`src/rtl/pcm_gate_pkg.sv`:
```
package pcm_gate_pkg;
  typedef struct packed {
    logic clk;
    logic dl;
    logic dr;
  } dsd_line_t;

  localparam dsd_line_t DSD_IDLE = '{clk: 1'b0, dl: 1'b0, dr: 1'b0};
endpackage

```
`src/rtl/pg_frame_class.sv`:
```
module pg_frame_class #(
  parameter int SAMPLE_W = 24
) (
  input  logic                sample_valid_i,
  input  logic [SAMPLE_W-1:0] left_i,
  input  logic [SAMPLE_W-1:0] right_i,
  output logic                nonzero_o,
  output logic                zero_o
);
  logic any_set;

  assign any_set   = (|left_i) | (|right_i);
  assign nonzero_o = sample_valid_i & any_set;
  assign zero_o    = sample_valid_i & ~any_set;
endmodule

```
`src/rtl/pg_silence_timer.sv`:
```
module pg_silence_timer #(
  parameter int MUTE_MS = 4
) (
  input  logic clk_i,
  input  logic rst_ni,
  input  logic nonzero_i,
  input  logic tick_i,
  output logic silent_o
);
  localparam int TIMER_W = $clog2(MUTE_MS + 1);
  localparam logic [TIMER_W-1:0] LIMIT = TIMER_W'(MUTE_MS);

  logic [TIMER_W-1:0] ms_q;

  // reset saturated: block starts muted
  always_ff @(posedge clk_i or negedge rst_ni) begin
    if (!rst_ni)                     ms_q <= LIMIT;
    else if (nonzero_i)              ms_q <= '0;
    else if (tick_i && ms_q < LIMIT) ms_q <= ms_q + 1'b1;
  end

  assign silent_o = (ms_q == LIMIT);

  assert_timer_saturates_R2: assert property (@(posedge clk_i) disable iff (!rst_ni)
    ms_q <= LIMIT);

  assert_nonzero_clears_R1: assert property (@(posedge clk_i) disable iff (!rst_ni)
    nonzero_i |=> !silent_o);
endmodule

```
`src/rtl/pg_run_counter.sv`:
```
module pg_run_counter #(
  parameter int UNMUTE_FRAMES = 1
) (
  input  logic clk_i,
  input  logic rst_ni,
  input  logic nonzero_i,
  input  logic zero_i,
  output logic ready_o
);
  localparam int RUN_W = $clog2(UNMUTE_FRAMES + 1);
  localparam logic [RUN_W-1:0] TARGET = RUN_W'(UNMUTE_FRAMES);

  logic [RUN_W-1:0] run_q;

  always_ff @(posedge clk_i or negedge rst_ni) begin
    if (!rst_ni)                         run_q <= '0;
    else if (zero_i)                     run_q <= '0;
    else if (nonzero_i && run_q < TARGET) run_q <= run_q + 1'b1;
  end

  assign ready_o = (run_q == TARGET);

  assert_run_bounded_R7: assert property (@(posedge clk_i) disable iff (!rst_ni)
    run_q <= TARGET);
endmodule

```
`src/rtl/pg_dsd_gate.sv`:
```
module pg_dsd_gate
  import pcm_gate_pkg::*;
(
  input  logic      clk_i,
  input  logic      rst_ni,
  input  logic      silent_i,
  input  logic      ready_i,
  input  dsd_line_t dsd_i,
  output dsd_line_t dsd_o,
  output logic      mute_o
);
  logic      mute_q;
  dsd_line_t out_q;

  // state may only move while the DSD clock is low
  always_ff @(posedge clk_i or negedge rst_ni) begin
    if (!rst_ni) begin
      mute_q <= 1'b1;
    end else if (!dsd_i.clk) begin
      if (silent_i)     mute_q <= 1'b1;
      else if (ready_i) mute_q <= 1'b0;
    end
  end

  always_ff @(posedge clk_i or negedge rst_ni) begin
    if (!rst_ni)     out_q <= DSD_IDLE;
    else if (mute_q) out_q <= DSD_IDLE;
    else             out_q <= dsd_i;
  end

  assign dsd_o  = out_q;
  assign mute_o = mute_q;

  assert_muted_lines_low_R5: assert property (@(posedge clk_i) disable iff (!rst_ni)
    mute_q |=> (out_q == DSD_IDLE));

  assert_change_on_low_clk_R8: assert property (@(posedge clk_i) disable iff (!rst_ni)
    (mute_q != $past(mute_q)) |-> !$past(dsd_i.clk));

  assert_release_needs_run_R7: assert property (@(posedge clk_i) disable iff (!rst_ni)
    $fell(mute_q) |-> $past(ready_i));

  assert_silence_mutes_R2: assert property (@(posedge clk_i) disable iff (!rst_ni)
    (silent_i && !dsd_i.clk) |=> mute_q);
endmodule

```
`src/rtl/pcm_silence_gate.sv`:
```
module pcm_silence_gate
  import pcm_gate_pkg::*;
#(
  parameter int SAMPLE_W      = 24,
  parameter int MUTE_MS       = 4,
  parameter int UNMUTE_FRAMES = 1
) (
  input  logic                clk_i,
  input  logic                rst_ni,
  input  logic                sample_valid_i,
  input  logic [SAMPLE_W-1:0] left_i,
  input  logic [SAMPLE_W-1:0] right_i,
  input  logic                ms_tick_i,
  input  logic                dsd_clk_i,
  input  logic                dsd_l_i,
  input  logic                dsd_r_i,
  output logic                dsd_clk_o,
  output logic                dsd_l_o,
  output logic                dsd_r_o,
  output logic                mute_o
);
  logic      frame_nz, frame_z;
  logic      silent, ready;
  dsd_line_t dsd_in, dsd_out;

  pg_frame_class #(.SAMPLE_W(SAMPLE_W)) u_class (
    .sample_valid_i (sample_valid_i),
    .left_i         (left_i),
    .right_i        (right_i),
    .nonzero_o      (frame_nz),
    .zero_o         (frame_z)
  );

  pg_silence_timer #(.MUTE_MS(MUTE_MS)) u_timer (
    .clk_i     (clk_i),
    .rst_ni    (rst_ni),
    .nonzero_i (frame_nz),
    .tick_i    (ms_tick_i),
    .silent_o  (silent)
  );

  pg_run_counter #(.UNMUTE_FRAMES(UNMUTE_FRAMES)) u_run (
    .clk_i     (clk_i),
    .rst_ni    (rst_ni),
    .nonzero_i (frame_nz),
    .zero_i    (frame_z),
    .ready_o   (ready)
  );

  assign dsd_in = '{clk: dsd_clk_i, dl: dsd_l_i, dr: dsd_r_i};

  pg_dsd_gate u_gate (
    .clk_i    (clk_i),
    .rst_ni   (rst_ni),
    .silent_i (silent),
    .ready_i  (ready),
    .dsd_i    (dsd_in),
    .dsd_o    (dsd_out),
    .mute_o   (mute_o)
  );

  assign dsd_clk_o = dsd_out.clk;
  assign dsd_l_o   = dsd_out.dl;
  assign dsd_r_o   = dsd_out.dr;

  assert_frame_class_excl_R1: assert property (@(posedge clk_i) disable iff (!rst_ni)
    $onehot0({frame_nz, frame_z}));
endmodule

```
`config.mk`:
```
export PLATFORM = sky130hd
export DESIGN_NAME = pcm_silence_gate
export DESIGN_NICKNAME = d
export VERILOG_FILES = /design/src/rtl/pcm_gate_pkg.sv /design/src/rtl/pg_frame_class.sv /design/src/rtl/pg_silence_timer.sv /design/src/rtl/pg_run_counter.sv /design/src/rtl/pg_dsd_gate.sv /design/src/rtl/pcm_silence_gate.sv
export SDC_FILE = /design/constraint.sdc
export NUM_CORES = 1
export LEC_CHECK = 0
export BUFFER_PORTS_ARGS = -buffer_cell sky130_fd_sc_hd__buf_4
export CAP_MARGIN = 20
export CORE_UTILIZATION = 29
export DETAILED_ROUTE_END_ITERATION = 8
export PLACE_DENSITY_LB_ADDON = 0.08
export REMOVE_ABC_BUFFERS = 1
export SLEW_MARGIN = 30
export SYNTH_ARGS = -nofsm -noshare
export SYNTH_HDL_FRONTEND = slang
export SYNTH_SLANG_ARGS = --single-unit
export TNS_END_PERCENT = 5
```
`constraint.sdc`:
```
create_clock -name clk_i -period 1.05 [get_ports clk_i]
set_input_delay 0.315 -clock clk_i [delete_from_list [all_inputs] [get_ports clk_i]]
set_output_delay 0.315 -clock clk_i [all_outputs]
set_load 0.05 [all_outputs]
```
==> results.py <==
metrics = {
    "logic_synthesis": {
        "synth_area_per_cell_um2": 9.78,
        "async_reset_ff_share_pct": 100,
        "synthTopCellsByCount": "nor4_1, dfrtp_1, nor2_1, nor2b_1",
        "synth_edf_count": 0,
        "yosys_warnings": 0,
        "netlist_top_cells_area": "dfrtp_1, nor4_1, dfstp_2",
        "yosysTopAreaCell": "dfrtp_1",
        "synth_top_area_share_pct": 34.9,
        "synth-seq-cells": 8,
        "seq_area_frac_synth_pct": 47.1,
        "netlist_area_um2": 430,
        "yosysMostFrequentCell": "nor4_1",
        "synth_cells": 44,
        "synthFlopType": "dfrtp_1",
        "synthDistinctLibCells": 16,
    },
    "critical_path": {
        "slowest_stage": "dfstp_2",
        "r2r_cells": 4,
        "r2r_setup_slack_ns": -0.01,
        "crit_required_ns": 0.73,
        "crit_buf_inv": 1,
        "crit_cells": 1,
        "cp_max_fo": 2,
        "critPathLaunch": "u_gate.mute_o",
        "crit_arrival_ns": 0.93,
        "worstReg2RegEnd": "u_timer.ms_q[1]",
        "critPathKind": "register to output port",
        "worstPathCellList": "buf_8",
        "crit_path_end_kind": "output port",
        "slowest_delay_ns": 0.54,
        "crit_family": "flip-flops",
        "cp-endpoint": "mute_o",
        "r2r-start": "u_timer.ms_q[0]",
        "critPathLaunchType": "register",
    },
    "routing": {
        "drc_errors": 0,
        "drtPass1Iterations": 1,
        "finalWirelength_mm": 1.56,
        "antenna_left": 0,
        "route.detailed.wl_per_inst_um": 12.7,
        "drtIter0Drc": 0,
        "via_count": 619,
        "via_per_inst": 5.03,
    },
    "clocking": {
        "numClockSinks": 8,
        "cts.path.max_buffers": 2,
        "cts_tree": "yes",
        "cts-root-buf": "clkbuf_4",
        "htree_num_levels": 1,
        "numCtsBuffers": 3,
        "clock_latency_ns": 0.25,
        "clk_pin_slew_ns": 0.06,
    },
    "die": {
        "start_util_pct": 32.3,
        "core_um2": 1330,
        "die-height_um": 40.5,
        "io_pins": 59,
        "die_x_um": 40.5,
        "row_count": 13,
        "dieArea_um2": 1640,
    },
    "power_and_ir_drop": {
        "fin_total_pwr_w": 0.000883,
        "power.leakage_nw": 0.481,
        "power.density_nw_per_um2": 852,
        "ir_drop_v": 0.000444,
    },
    "placement": {
        "numPortBuffers": 58,
        "dp_hpwl_mm": 1.34,
        "dp.cells": 118,
        "placed_area_um2": 892,
        "gp_congestion": 0.676,
    },
    "global_route": {
        "grt_pass1_vias": 560,
        "grt_max_degree": 9,
        "grt_pass1_wl_mm": 2.15,
        "antenna_found_initial": 0,
        "grt_remaining_overflow": 0,
        "track_usage_pct": 20.4,
    },
    "timing": {
        "slew_headroom_pct": 84.6,
        "min_period_ns": 1.25,
        "fmax_ghz": 0.801,
        "fin_crit_sh_pct": 119,
        "finalSetupViolCount": 8,
        "drv_slew": 0,
        "worst_pin_slew_ns": 0.229,
        "clock_skew_ns": 0.00613,
        "postLayoutSetupSlackWorst_ns": -0.198,
        "finalHoldViolations": 0,
        "grt_setup_unrepaired": "yes",
    },
    "final_layout": {
        "layout.cell_area.non_filler_um2": 1040,
        "drive_gt1_share_pct": 69.4,
        "insertedDiodeCount": 0,
        "syn_to_final_growth_pct": 141,
        "fin_nets": 166,
        "final_cells": 123,
    },
    "outcome": {
        "violations": "setup timing",
        "status": "finished, violations left",
    },
    "worst_hold_path": {
        "hold_class": "input port to register",
    },
    "job": {
        "maxCapViolations": 0,
    },
}
layer usage:
layer / part of all wire (%) / GRT usage [%] / vias up
met3: 11 / 4.44 / 2
met5: 0 / 0 / -
li1: - / - / 294
met1: 36 / 23.5 / 285
met4: 0.77 / 12.5 / 0
met2: 53 / 33.7 / 38
stage by stage:
stage / TNS, ns / hold slack, ns / setup slack [ns] / util [%]
6_report: -0.581 / 0.246 / -0.198 / 77.7
5_1_grt: -0.965 / 0.246 / -0.230 / 77.7
4_1_cts: -0.542 / 0.238 / -0.214 / 74.0
3_5_place_dp: -1.53 / 0.138 / -0.464 / 66.9
3_3_place_gp: -1.37 / 0.133 / -0.422 / 66.9
2_1_floorplan: -0.562 / 0.0194 / -0.225 / -
cell families (layout without fill, tap and decap cells):
group / count (synthesis) / after routing / share of synthesized area [%]
compound gates: 5 / 5 / 7.27
flops: 8 / 8 / 47.1
xor+xnor: 1 / 1 / 2.04
buf+inv: 3 / 67 / 2.62
simple gates: 25 / 25 / 35.2
fa+ha+maj: 2 / 2 / 5.81
state kept, by name (all words and copies together) (netlist names):
name and flops:
u_run.ready_o 1, u_timer.ms_q 3, u_gate.mute_o 1, u_gate.dsd_o 3
where the power goes:
part / internal [W] / total [W] / switching [W]
Combinational: 0.000181 / 0.000298 / 0.000117
Clock: 0.000145 / 0.000245 / 0.000100
Sequential: 0.000329 / 0.000340 / 0.0000111
Total: 0.000655 / 0.000883 / 0.000229
worst min path at each step:
stage / end / cells past startpoint / startpoint / slack (ns)
after floorplan: u_gate.dsd_o[0] / 0 / rst_ni / 0.02
after global placement: u_gate.dsd_o[2] / 1 / rst_ni / 0.13
after detailed placement: u_gate.dsd_o[1] / 1 / rst_ni / 0.14
after CTS: u_run.ready_o / 2 / sample_valid_i / 0.24
after global routing: u_run.ready_o / 2 / sample_valid_i / 0.25
final: u_run.ready_o / 2 / sample_valid_i / 0.25
placed cells by master (no fill, tap or decap), drive strengths merged:
cell         instances
clkbuf               4
buf                 59
dfrtp                6
o31a                 1
nor2b                4
inv                  3
dlygate4sd3          1
nand3b               1
o21ai                1
xnor2                1
dfstp                2
nor4                12
nand4                3
o21bai               1
ha                   2
nand2                1
a21oi                2
nor2                 4
area by class of cell:
class                           count  area [um^2]
Sequential cell                     8          203
Tap cell                           15         18.8
Inverter                            3         11.3
Clock buffer                        4         26.3
Timing Repair Buffer               60          472
Fill cell                          89          298
Multi-Input combinational cell     33          305
timing repair:
action / CTS / global route
hold endpoints to repair: 6 / 0
hold buffers: 1 / 0
setup buffers: 0 / 0
setup endpoints to repair: 8 / 8
gates resized for setup: 11 / 7
pin swaps: 1 / 0
No activity file was read; power rests on OpenSTA's default activity.
